## src/rtl/timer_pkg.sv

```systemverilog
package timer_pkg;

  typedef enum logic [1:0] {
    KIND_OFF   = 2'd0,
    KIND_FREE  = 2'd1,
    KIND_MATCH = 2'd2,
    KIND_PWM   = 2'd3
  } modeKind_e;

  // Per-cycle strobes and qualifiers from control to datapath
  typedef struct packed {
    logic tick;
    logic hold;
    logic ovfEn;
    logic cmpAEn;
    logic cmpBEn;
    logic pwmEn;
  } tmrStrobe_t;

  localparam logic [2:0] ADDR_CTL    = 3'd0;
  localparam logic [2:0] ADDR_MODE   = 3'd1;
  localparam logic [2:0] ADDR_CMPA   = 3'd2;
  localparam logic [2:0] ADDR_CMPB   = 3'd3;
  localparam logic [2:0] ADDR_HI     = 3'd4;
  localparam logic [2:0] ADDR_CMPBHI = 3'd5;
  localparam logic [2:0] ADDR_CNTLO  = 3'd6;
  localparam logic [2:0] ADDR_CNTHI  = 3'd7;

endpackage

```

## src/rtl/timer_ctrl.sv

```systemverilog
module timer_ctrl
  import timer_pkg::*;
#(
  parameter int          CNT_W       = 16,
  parameter int          SYNC_STAGES = 2,
  parameter logic [63:0] SHIFT_TABLE = 64'h0000_0000_A863_2100,
  parameter logic [47:0] MODE_TABLE  = 48'h0000_0000_0AD1
) (
  input  logic             clk,
  input  logic             rstN,
  input  logic             busWr,
  input  logic [2:0]       busAddr,
  input  logic [7:0]       busWdata,
  input  logic             slowClk,
  input  logic [CNT_W-1:0] cnt,
  output logic [7:0]       busRdata,
  output logic [CNT_W-1:0] cmpA,
  output logic [CNT_W-1:0] cmpB,
  output logic [CNT_W-1:0] top,
  output tmrStrobe_t       strobe
);

  localparam int               PRE_W    = 16;
  localparam logic [CNT_W-1:0] ALL_ONES = '1;
  localparam logic [CNT_W-1:0] BYTE_MAX = CNT_W'(255);

  logic [3:0]       clkSel;
  logic             slowEn;
  logic [3:0]       modeSel;
  logic [CNT_W-1:0] cmpAReg;
  logic [CNT_W-1:0] cmpBReg;
  logic [7:0]       hiLatch;
  logic [PRE_W-1:0] preCnt;
  logic [SYNC_STAGES-1:0] syncQ;
  logic             slowLast;

  logic             cfgWrite;
  logic [2:0]       modeEntry;
  modeKind_e        kind;
  logic [3:0]       shiftAmt;
  logic [PRE_W-1:0] preMask;
  logic             srcTick;
  logic [CNT_W-1:0] freeMax;
  logic [CNT_W-1:0] topVal;
  logic [15:0]      wideWr;

  // Slow source synchroniser: depth chosen by parameter
  if (SYNC_STAGES == 1) begin : g_sync_one
    always_ff @(posedge clk or negedge rstN) begin
      if (!rstN) syncQ <= '0;
      else       syncQ <= slowClk;
    end
  end else begin : g_sync_chain
    always_ff @(posedge clk or negedge rstN) begin
      if (!rstN) syncQ <= '0;
      else       syncQ <= {syncQ[SYNC_STAGES-2:0], slowClk};
    end
  end

  assign cfgWrite  = busWr && (busAddr <= ADDR_CMPB);
  assign wideWr    = {hiLatch, busWdata};
  assign modeEntry = MODE_TABLE[modeSel*3 +: 3];
  assign kind      = modeKind_e'(modeEntry[1:0]);
  assign shiftAmt  = SHIFT_TABLE[clkSel*4 +: 4];
  assign preMask   = (PRE_W'(1) << shiftAmt) - PRE_W'(1);
  assign srcTick   = slowEn ? (syncQ[SYNC_STAGES-1] & ~slowLast) : 1'b1;

  always_ff @(posedge clk or negedge rstN) begin
    if (!rstN) begin
      clkSel   <= '0;
      slowEn   <= 1'b0;
      modeSel  <= '0;
      cmpAReg  <= '0;
      cmpBReg  <= '0;
      hiLatch  <= '0;
      preCnt   <= '0;
      slowLast <= 1'b0;
    end else begin
      slowLast <= syncQ[SYNC_STAGES-1];
      if (cfgWrite)     preCnt <= '0;
      else if (srcTick) preCnt <= preCnt + PRE_W'(1);
      if (busWr) begin
        unique case (busAddr)
          ADDR_CTL: begin
            clkSel <= busWdata[3:0];
            slowEn <= busWdata[4];
          end
          ADDR_MODE: modeSel <= busWdata[3:0];
          ADDR_CMPA: cmpAReg <= wideWr[CNT_W-1:0];
          ADDR_CMPB: cmpBReg <= wideWr[CNT_W-1:0];
          ADDR_HI:   hiLatch <= busWdata;
          default: ;
        endcase
      end
    end
  end

  always_comb begin
    freeMax = (modeEntry[2] && CNT_W > 8) ? ALL_ONES : BYTE_MAX;
    unique case (kind)
      KIND_FREE:  topVal = freeMax;
      KIND_MATCH: topVal = cmpAReg;
      KIND_PWM:   topVal = ALL_ONES;
      default:    topVal = '0;
    endcase
  end

  always_comb begin
    strobe.tick   = (clkSel != 4'd0) && srcTick && !cfgWrite &&
                    ((preCnt & preMask) == preMask);
    strobe.hold   = (kind == KIND_OFF);
    strobe.ovfEn  = (kind == KIND_FREE) && (topVal != cmpAReg);
    strobe.cmpAEn = ((kind == KIND_FREE) || (kind == KIND_MATCH)) &&
                    (cmpAReg != '0) && (cmpAReg <= topVal);
    strobe.cmpBEn = ((kind == KIND_FREE) || (kind == KIND_MATCH)) &&
                    (cmpBReg != '0) && (cmpBReg <= topVal);
    strobe.pwmEn  = (kind == KIND_PWM);
  end

  always_comb begin
    unique case (busAddr)
      ADDR_CTL:    busRdata = {3'b000, slowEn, clkSel};
      ADDR_MODE:   busRdata = {4'b0000, modeSel};
      ADDR_CMPA:   busRdata = cmpAReg[7:0];
      ADDR_CMPB:   busRdata = cmpBReg[7:0];
      ADDR_HI:     busRdata = 8'(cmpAReg >> 8);
      ADDR_CMPBHI: busRdata = 8'(cmpBReg >> 8);
      ADDR_CNTLO:  busRdata = cnt[7:0];
      default:     busRdata = 8'(cnt >> 8);
    endcase
  end

  assign cmpA = cmpAReg;
  assign cmpB = cmpBReg;
  assign top  = topVal;

  // a configuration write costs the counter no change in that cycle
  p_write_freezes_r10: assert property (@(posedge clk) disable iff (!rstN)
    (cfgWrite && !strobe.hold) |=> $stable(cnt));

  // a stopped clock select leaves the count untouched
  p_stopped_holds_r2: assert property (@(posedge clk) disable iff (!rstN)
    ((clkSel == 4'd0) && !strobe.hold) |=> $stable(cnt));

endmodule

```

## src/rtl/timer_datapath.sv

```systemverilog
module timer_datapath
  import timer_pkg::*;
#(
  parameter int CNT_W = 16
) (
  input  logic             clk,
  input  logic             rstN,
  input  tmrStrobe_t       strobe,
  input  logic [CNT_W-1:0] top,
  input  logic [CNT_W-1:0] cmpA,
  input  logic [CNT_W-1:0] cmpB,
  output logic [CNT_W-1:0] cnt,
  output logic             irqA,
  output logic             irqB,
  output logic             irqOvf,
  output logic             pwmA,
  output logic             pwmB
);

  logic atTop;

  assign atTop = (cnt >= top);

  always_ff @(posedge clk or negedge rstN) begin
    if (!rstN) begin
      cnt    <= '0;
      irqA   <= 1'b0;
      irqB   <= 1'b0;
      irqOvf <= 1'b0;
    end else begin
      irqA   <= strobe.tick && strobe.cmpAEn && (cnt == cmpA);
      irqB   <= strobe.tick && strobe.cmpBEn && (cnt == cmpB);
      irqOvf <= strobe.tick && strobe.ovfEn && atTop;
      if (strobe.hold)      cnt <= '0;
      else if (strobe.tick) cnt <= atTop ? '0 : cnt + CNT_W'(1);
    end
  end

  assign pwmA = strobe.pwmEn && (cnt < cmpA);
  assign pwmB = strobe.pwmEn && (cnt < cmpB);

  // an invalid mode parks the counter at zero
  p_hold_zero_r5: assert property (@(posedge clk) disable iff (!rstN)
    strobe.hold |=> (cnt == '0));

  // fast PWM raises no interrupt
  p_pwm_quiet_r9: assert property (@(posedge clk) disable iff (!rstN)
    strobe.pwmEn |=> !(irqA || irqB || irqOvf));

  // compare pulses last one cycle
  p_cmpa_pulse_r7: assert property (@(posedge clk) disable iff (!rstN)
    irqA |=> !irqA);

  // overflow pulse is single and coincides with a wrapped count
  p_ovf_pulse_r6: assert property (@(posedge clk) disable iff (!rstN)
    irqOvf |=> !irqOvf);

  p_ovf_wrapped_r6: assert property (@(posedge clk) disable iff (!rstN)
    irqOvf |-> (cnt == '0));

endmodule

```

## src/rtl/timer_dual_cmp.sv

```systemverilog
module timer_dual_cmp
  import timer_pkg::*;
#(
  parameter int          CNT_W       = 16,
  parameter int          SYNC_STAGES = 2,
  parameter logic [63:0] SHIFT_TABLE = 64'h0000_0000_A863_2100,
  parameter logic [47:0] MODE_TABLE  = 48'h0000_0000_0AD1
) (
  input  logic       clk,
  input  logic       rstN,
  input  logic       busWr,
  input  logic [2:0] busAddr,
  input  logic [7:0] busWdata,
  output logic [7:0] busRdata,
  input  logic       slowClk,
  output logic       irqCmpA,
  output logic       irqCmpB,
  output logic       irqOvf,
  output logic       pwmA,
  output logic       pwmB
);

  tmrStrobe_t       strobe;
  logic [CNT_W-1:0] cnt;
  logic [CNT_W-1:0] cmpA;
  logic [CNT_W-1:0] cmpB;
  logic [CNT_W-1:0] top;

  timer_ctrl #(
    .CNT_W(CNT_W), .SYNC_STAGES(SYNC_STAGES),
    .SHIFT_TABLE(SHIFT_TABLE), .MODE_TABLE(MODE_TABLE)
  ) i_ctrl (
    .clk(clk), .rstN(rstN), .busWr(busWr), .busAddr(busAddr),
    .busWdata(busWdata), .slowClk(slowClk), .cnt(cnt),
    .busRdata(busRdata), .cmpA(cmpA), .cmpB(cmpB), .top(top),
    .strobe(strobe)
  );

  timer_datapath #(.CNT_W(CNT_W)) i_datapath (
    .clk(clk), .rstN(rstN), .strobe(strobe), .top(top),
    .cmpA(cmpA), .cmpB(cmpB), .cnt(cnt),
    .irqA(irqCmpA), .irqB(irqCmpB), .irqOvf(irqOvf),
    .pwmA(pwmA), .pwmB(pwmB)
  );

endmodule

```

## config.mk

```make
export PLATFORM = sky130hd
export DESIGN_NAME = timer_dual_cmp
export DESIGN_NICKNAME = d
export VERILOG_FILES = /design/src/rtl/timer_pkg.sv /design/src/rtl/timer_ctrl.sv /design/src/rtl/timer_datapath.sv /design/src/rtl/timer_dual_cmp.sv
export SDC_FILE = /design/constraint.sdc
export NUM_CORES = 1
export LEC_CHECK = 0
export BUFFER_PORTS_ARGS = -buffer_cell sky130_fd_sc_hd__buf_2
export CORE_ASPECT_RATIO = 1.2
export CORE_MARGIN = 10
export CORE_UTILIZATION = 45
export DETAILED_ROUTE_END_ITERATION = 10
export GPL_ROUTABILITY_DRIVEN = 0
export PLACE_DENSITY = 0.6
export SYNTH_ARGS = -nofsm -noshare
export SYNTH_HDL_FRONTEND = slang
export SYNTH_SLANG_ARGS = --single-unit
```

## constraint.sdc

```tcl
create_clock -name clk -period 6.03 [get_ports clk]
set_input_delay 1.206 -clock clk [delete_from_list [all_inputs] [get_ports clk]]
set_output_delay 1.206 -clock clk [all_outputs]
set_load 0.05 [all_outputs]
```

## Word level (Yosys, flattened, before mapping)

Index checks and enable logic that the tools add are counted.

| cells by class | value |
|---|---|
| $mul | 1 |
| equal/unequal tests | 13 |
| muxes and demuxes | 9 |
| shifts and indexed selects | 3 |
| $add $sub $neg | 3 |
| reduce and logical (&&, ||, !) cells | 31 |
| order comparisons | 6 |
| bitwise logic cells | 3 |

Operators with widths:

| operator | number |
|---|---|
| $mux 16 | 6 |
| $shiftx 64x7->4 const A | 1 |
| $pmux 8 s7 | 1 |
| $eq 16x16->1 | 3 |
| $pmux 16 s3 | 1 |
| $shiftx 48x7->3 const A | 1 |
| $add 16x1->16 const B | 2 |
| $le 16x16->1 | 2 |
| $lt 16x16->1 | 2 |
| $reduce_bool 16->1 | 2 |
| $logic_and 1x1->1 | 17 |
| $and 16x16->16 | 1 |
| $ge 16x16->1 | 1 |
| $ne 16x16->1 | 1 |
| $shl 1x4->16 const A | 1 |
| $sub 16x2->16 const B | 1 |
| $reduce_and 2->1 | 5 |
| $eq 3x3->1 const B | 3 |
| $eq 3x2->1 const B | 2 |
| $mul 4x2->6 const B | 1 |
| $eq 2x2->1 const B | 2 |
| $reduce_bool 2->1 | 2 |
| $reduce_bool 4->1 | 1 |
| $eq 3x1->1 const B | 1 |
| 9 further kinds | 9 |

| storage, ports and cells | value |
|---|---|
| bits in registers | 87 |
| output and inout bits | 13 |
| word-level logic and storage cells | 82 |

## Depth between registers and ports, before layout

| depth | value |
|---|---|
| depth after elaboration | 8 |
| gate-level depth with buffers | 17 |
| depth with buffers taken out | 15 |

## Cells and area by module

A second synthesis with hierarchy kept.

| second synthesis, totals | value |
|---|---|
| cells, all modules | 757 |
| area, all modules | 7,019.2 um^2 |

Modules (own cells, without submodules):

| module | instances | seq. area each (um^2) | cells an instance | area an instance (um^2) |
|---|---|---|---|---|
| timer_ctrl | 1 | 1,676.6 | 469 | 4,644.5 |
| timer_datapath | 1 | 475.5 | 288 | 2,374.8 |

## Worst setup path after synthesis

Ideal clock, no wire load.

| timing path | value |
|---|---|
| path type | reg-to-output |
| start point | register i_ctrl.modeSel[0] |
| end point | output port pwmB |
| path slack | 1.690 ns |
| arrival | 3.134 ns |
| required time | 4.824 ns |
| cell stages (with the launch flop) | 8 |
| cells stage by stage | dfrtp_1 > ha_1 > nor3_1 > ha_1 > or4b_2 > a221oi_1 > o21ai_0 > o21ai_0 |

| on the way | value |
|---|---|
| cells in the longest elaborated chain, start to end | 4 |

RTL lines:

| what | RTL line | RTL |
|---|---|---|
| start, declared | timer_ctrl.sv:29 | `logic [3:0] modeSel;` |
| start signal, assigned | timer_ctrl.sv:88 | `ADDR_MODE: modeSel <= busWdata[3:0];` |
| $mul 4x2->6 | timer_ctrl.sv:62 | `assign modeEntry = MODE_TABLE[modeSel*3 +: 3];` |
| $shiftx 48x7->3 | timer_ctrl.sv:62 |  |
| $eq 2x2->1 | timer_ctrl.sv:117 | `strobe.pwmEn = (kind == KIND_PWM);` |
| $logic_and 1x1->1 | timer_datapath.sv:40 | `assign pwmB = strobe.pwmEn && (cnt < cmpB);` |
| end, declared | timer_dual_cmp.sv:20 | `output logic pwmB` |

No other way between the ends.

## Final worst setup path

| timing path | value |
|---|---|
| start point | register i_ctrl.modeSel[0] |
| end point | register i_datapath.cnt[9] |

| on the way | value |
|---|---|
| cells in the longest elaborated chain, start to end | 8 |
| elaborated cells on any way between the ends | 13 |
| those cells by class | 1 x mul; 1 x order compare; 3 x eq/ne; 1 x shift; 5 x mux; 2 x reduce/logical |

RTL lines:

| what | RTL line | RTL |
|---|---|---|
| $mul 4x2->6 * | timer_ctrl.sv:62 |  |
| $shiftx 48x7->3 * | timer_ctrl.sv:62 |  |
| $eq 2x2->1 (tied with other cells) | timer_ctrl.sv:100 | `unique case (kind)` |
| $pmux 16 s3 | timer_ctrl.sv:100 |  |
| $ge 16x16->1 | timer_datapath.sv:22 | `assign atTop = (cnt >= top);` |
| $mux 16 (2 in series) | timer_datapath.sv:35 | `else if (strobe.tick) cnt <= atTop ? '0 : cnt + CNT_W'(1);` |
| $mux 16 | timer_datapath.sv:34 | `if (strobe.hold) cnt <= '0;` |
| end signal, assigned | timer_datapath.sv:35 |  |
| end, declared | timer_datapath.sv:12 | `output logic [CNT_W-1:0] cnt,` |

Every way passes the cells marked *; elsewhere a longest branch is shown, timed or not. The select of a mux whose other input is x is not followed.
A chain may end at the register's enable or synchronous reset.

==> out/metrics.yaml <==
hold_path_end: "i_ctrl.syncQ[1]"
min_path_cells: 0
die_y_um: 154
grt_pass1_wl_mm: 31.9
netSwitchingPower_uw: 996
nFillCells: 1418
p_leak_nw: 3.22
io_buffers: 27
finClkSkew_ps: 3.57
clockPowerShare_pct: 24.9
grtUsageTotal_pct: 19.6
maxCapViolations: 0
clock_path_buffers: 2
cp_slowest_stage_delay_ps: 670
period_share_pct: 85.3
io-pin-count: 28
ys.flop_type: "dfrtp_1"
power.share.switching_pct: 41.1
syn_avg_cell_area_um2: 9.25
cts_root_buf: "clkbuf_16"
combPwrFrac_pct: 39.6
max_slew_margin_pct: 15.7
core-area_mm2: 0.0145
yosysSeqAreaShare_pct: 32.0
r2r_cells: 13
syn_inst: 728
initial_core_util_pct: 46.3
cts_hold_buf: 0
synth_edf_count: 0
nNetsFinal: 841
ant_nets: 0
crit_chain: "ha_1 -> nor3_1 -> clkinv_1 -> ha_1 -> a31oi_1 -> a21o_1 -> ha_1 -> a21oi_1 -> o21ai_0 -> or3_1 -> o22ai_2 -> nand2_2 -> o32ai_1"
chipWidth_um: 132
cp-end-kind: "flop"
setup_viol_count_final: 0
diodes: 0
clkTransAtPathRegs_ps: 60
grt_max_degree: 64
area.sequential_mm2: 0.00215
reg2reg_from: "i_ctrl.modeSel[0]"
finalMaxSlewViolations: 0
path_class: "reg2reg"
cts_tree: "yes"
htreeDepth: 3
num_rows: 48
worstPathRequired_ps: 6280
ir_drop_mv: 0.226
wl_mm: 19.6
synth-seq-cells: 86
ys_types: 69
timing.fmax_mhz: 194
vias: 5757
cts_resized: 0
vias_per_cell: 6.12
setup_ws_ps: 886
path_delay_family: "compound AO/OA/AOI/OAI gates"
tns_ps: 0
tightest_slew_ps: 1260
cts_buffers: 9
dr.pass1.iters: 5
die-area_mm2: 0.0203
clk_latency_ps: 350
antenna_found_initial: 0
rsz0062_at_grt: "no"
power_mw: 2.42
power_density_mw_per_mm2: 331
async_reset_ff_share_pct: 100
crit_start: "i_ctrl.modeSel[0]"
final_layout_size_suffix_gt1_share_pct: 14.6
layout_min_cycle_time_ps: 5140
yosysWarnings: 0
wl_per_cell_um: 20.9
seqPwrFrac_pct: 35.4
arrival_ps: 5390
dp_cells: 926
holdCritPathClass: "reg2reg"
r2r_end: "i_datapath.cnt[9]"
p_int_mw: 1.43
dp_hpwl_mm: 14.8
cpMostUsedCell: "ha_1"
overflow: 0
synth_area_mm2: 0.00673
crit_fanout: 19
syn_nets: 832
remaining_drc_errors: 0
syn_to_final_growth_pct: 8.68
status: "complete, no violations"
cts_setup_buffers: 0
dp_slack_ps: 1010
instances_no_fill: 941
cp-start-kind: "flop"
drt_iter0_drc: 630
hold_viol: 0
critical_path_buf_inv_count: 1
hold_start: "i_ctrl.syncQ[0]"
multi_input_area_mm2: 0.00424
slowest_stage: "o22ai_2"
first_global_vias: 5870
r2r_slack_ps: 890
cts.sinks: 86
==> registers in the layout, indices dropped and copies added, names as in the netlist, 2 cells and up <==
register        cells
i_ctrl.cmpA        16
i_datapath.cnt     16
i_ctrl.cmpB        16
i_ctrl.preCnt      15
i_ctrl.hiLatch      8
i_ctrl.clkSel       4
i_ctrl.modeSel      4
i_ctrl.syncQ        2
==> cells by family (layout without fill, tap and decap cells) <==
group | count (synthesis) | after routing | synth area share [%]
adders and majority gates | 89 | 89 | 16.5
muxes | 44 | 44 | 8.46
AOI/OAI and AO/OA | 176 | 176 | 17.5
and+or+nand+nor | 239 | 239 | 19.0
DFF | 86 | 86 | 32.0
xor gates and xnor gates | 11 | 11 | 1.43
buffers and inverters | 83 | 96 | 5.07
==> how the worst max path moves through the flow <==
stage                                     to  cells past startpoint
after floorplan                         pwmB                      7
after global placement    i_datapath.cnt[13]                     13
after detailed placement   i_datapath.cnt[9]                     13
after CTS                 i_datapath.cnt[13]                     13
after global routing      i_datapath.cnt[13]                     13
final                      i_datapath.cnt[9]                     13
==> cells in the final DEF, fill, tap and decap left out, types with 12 or more instances in the layout <==
master and count:
a21o_1 22, or3_1 16, nor4_1 12, nand4_1 18, nor2_1 44, o21ai_0 44
buf_2 26, inv_1 50, ha_1 89, nand2_1 64, dfrtp_1 86, a21oi_1 47
o32ai_1 12, mux2_2 33, nand3_1 20
==> power by group through the flow <==
| stage | sequential [mW] | combinational, mW | clock, mW |
|---|---|---|---|
| floorplan | 0.765 | 0.758 | 0 |
| finish | 0.859 | 0.961 | 0.604 |
| detailed placement | 0.862 | 0.950 | 0 |
| global placement | 0.860 | 0.915 | 0 |
| global route | 0.870 | 1.08 | 0.643 |
| CTS | 0.852 | 0.960 | 0.616 |
==> worst register-to-register path, stage by stage, from the launching register on <==
cell and delay, ps:
dfrtp_1 430, ha_1 330, nor3_1 330, clkinv_1 350, ha_1 320, a31oi_1 660, a21o_1 250, ha_1 260
a21oi_1 150, o21ai_0 140, or3_1 400, o22ai_2 670, nand2_2 400, o32ai_1 370
==> cell usage after synthesis, drive strengths merged (7+ instances only) <==
cell type,number,area share (%)
a21o,22,2.5
a21oi,47,3.5
and3,9,0.84
buf,11,1.1
clkbuf,21,1.2
dfrtp,86,32
ha,89,17
inv,50,2.8
mux2,33,5.5
mux4,7,2.3
nand2,65,3.7
nand2b,9,0.84
nand3,20,1.5
nand4,19,1.9
nor2,44,2.5
nor2b,9,0.84
nor3,7,0.52
nor4,14,1.6
o21a,9,1.0
o21ai,44,3.3
o32ai,12,1.6
or3,16,1.5
xor2,8,1.0
==> per-stage QoR <==
| step | util [%] | area, µm² | hold WS [ps] |
|---|---|---|---|
| after floorplan | - | 6730 | 331 |
| after global placement | 48.1 | 7000 | 346 |
| after detailed placement | 48.1 | 7000 | 338 |
| after global routing | 50.3 | 7320 | 370 |
| final | 50.3 | 7320 | 361 |
| after CTS | 50.3 | 7320 | 363 |
==> layer usage <==
layer	GRT usage, %	share of wire [%]	vias to the layer above
li1	-	-	2701
met4	8.38	3.4	0
met1	25.3	44	2818
met2	31.2	47	192
met3	3.72	5.8	46
met5	0	0	-
==> layout make-up <==
| class | count | share of cell area [%] |
|---|---|---|
| flip-flops and latches | 86 | 29.4 |
| inverters | 51 | 2.62 |
| clock buffers | 9 | 3.08 |
| repair buffers | 30 | 2.19 |
| clock inverters | 6 | 1.28 |
| well taps | 200 | 3.42 |
| multi-input cells | 559 | 58.0 |
(Power assumes the default switching activity.)
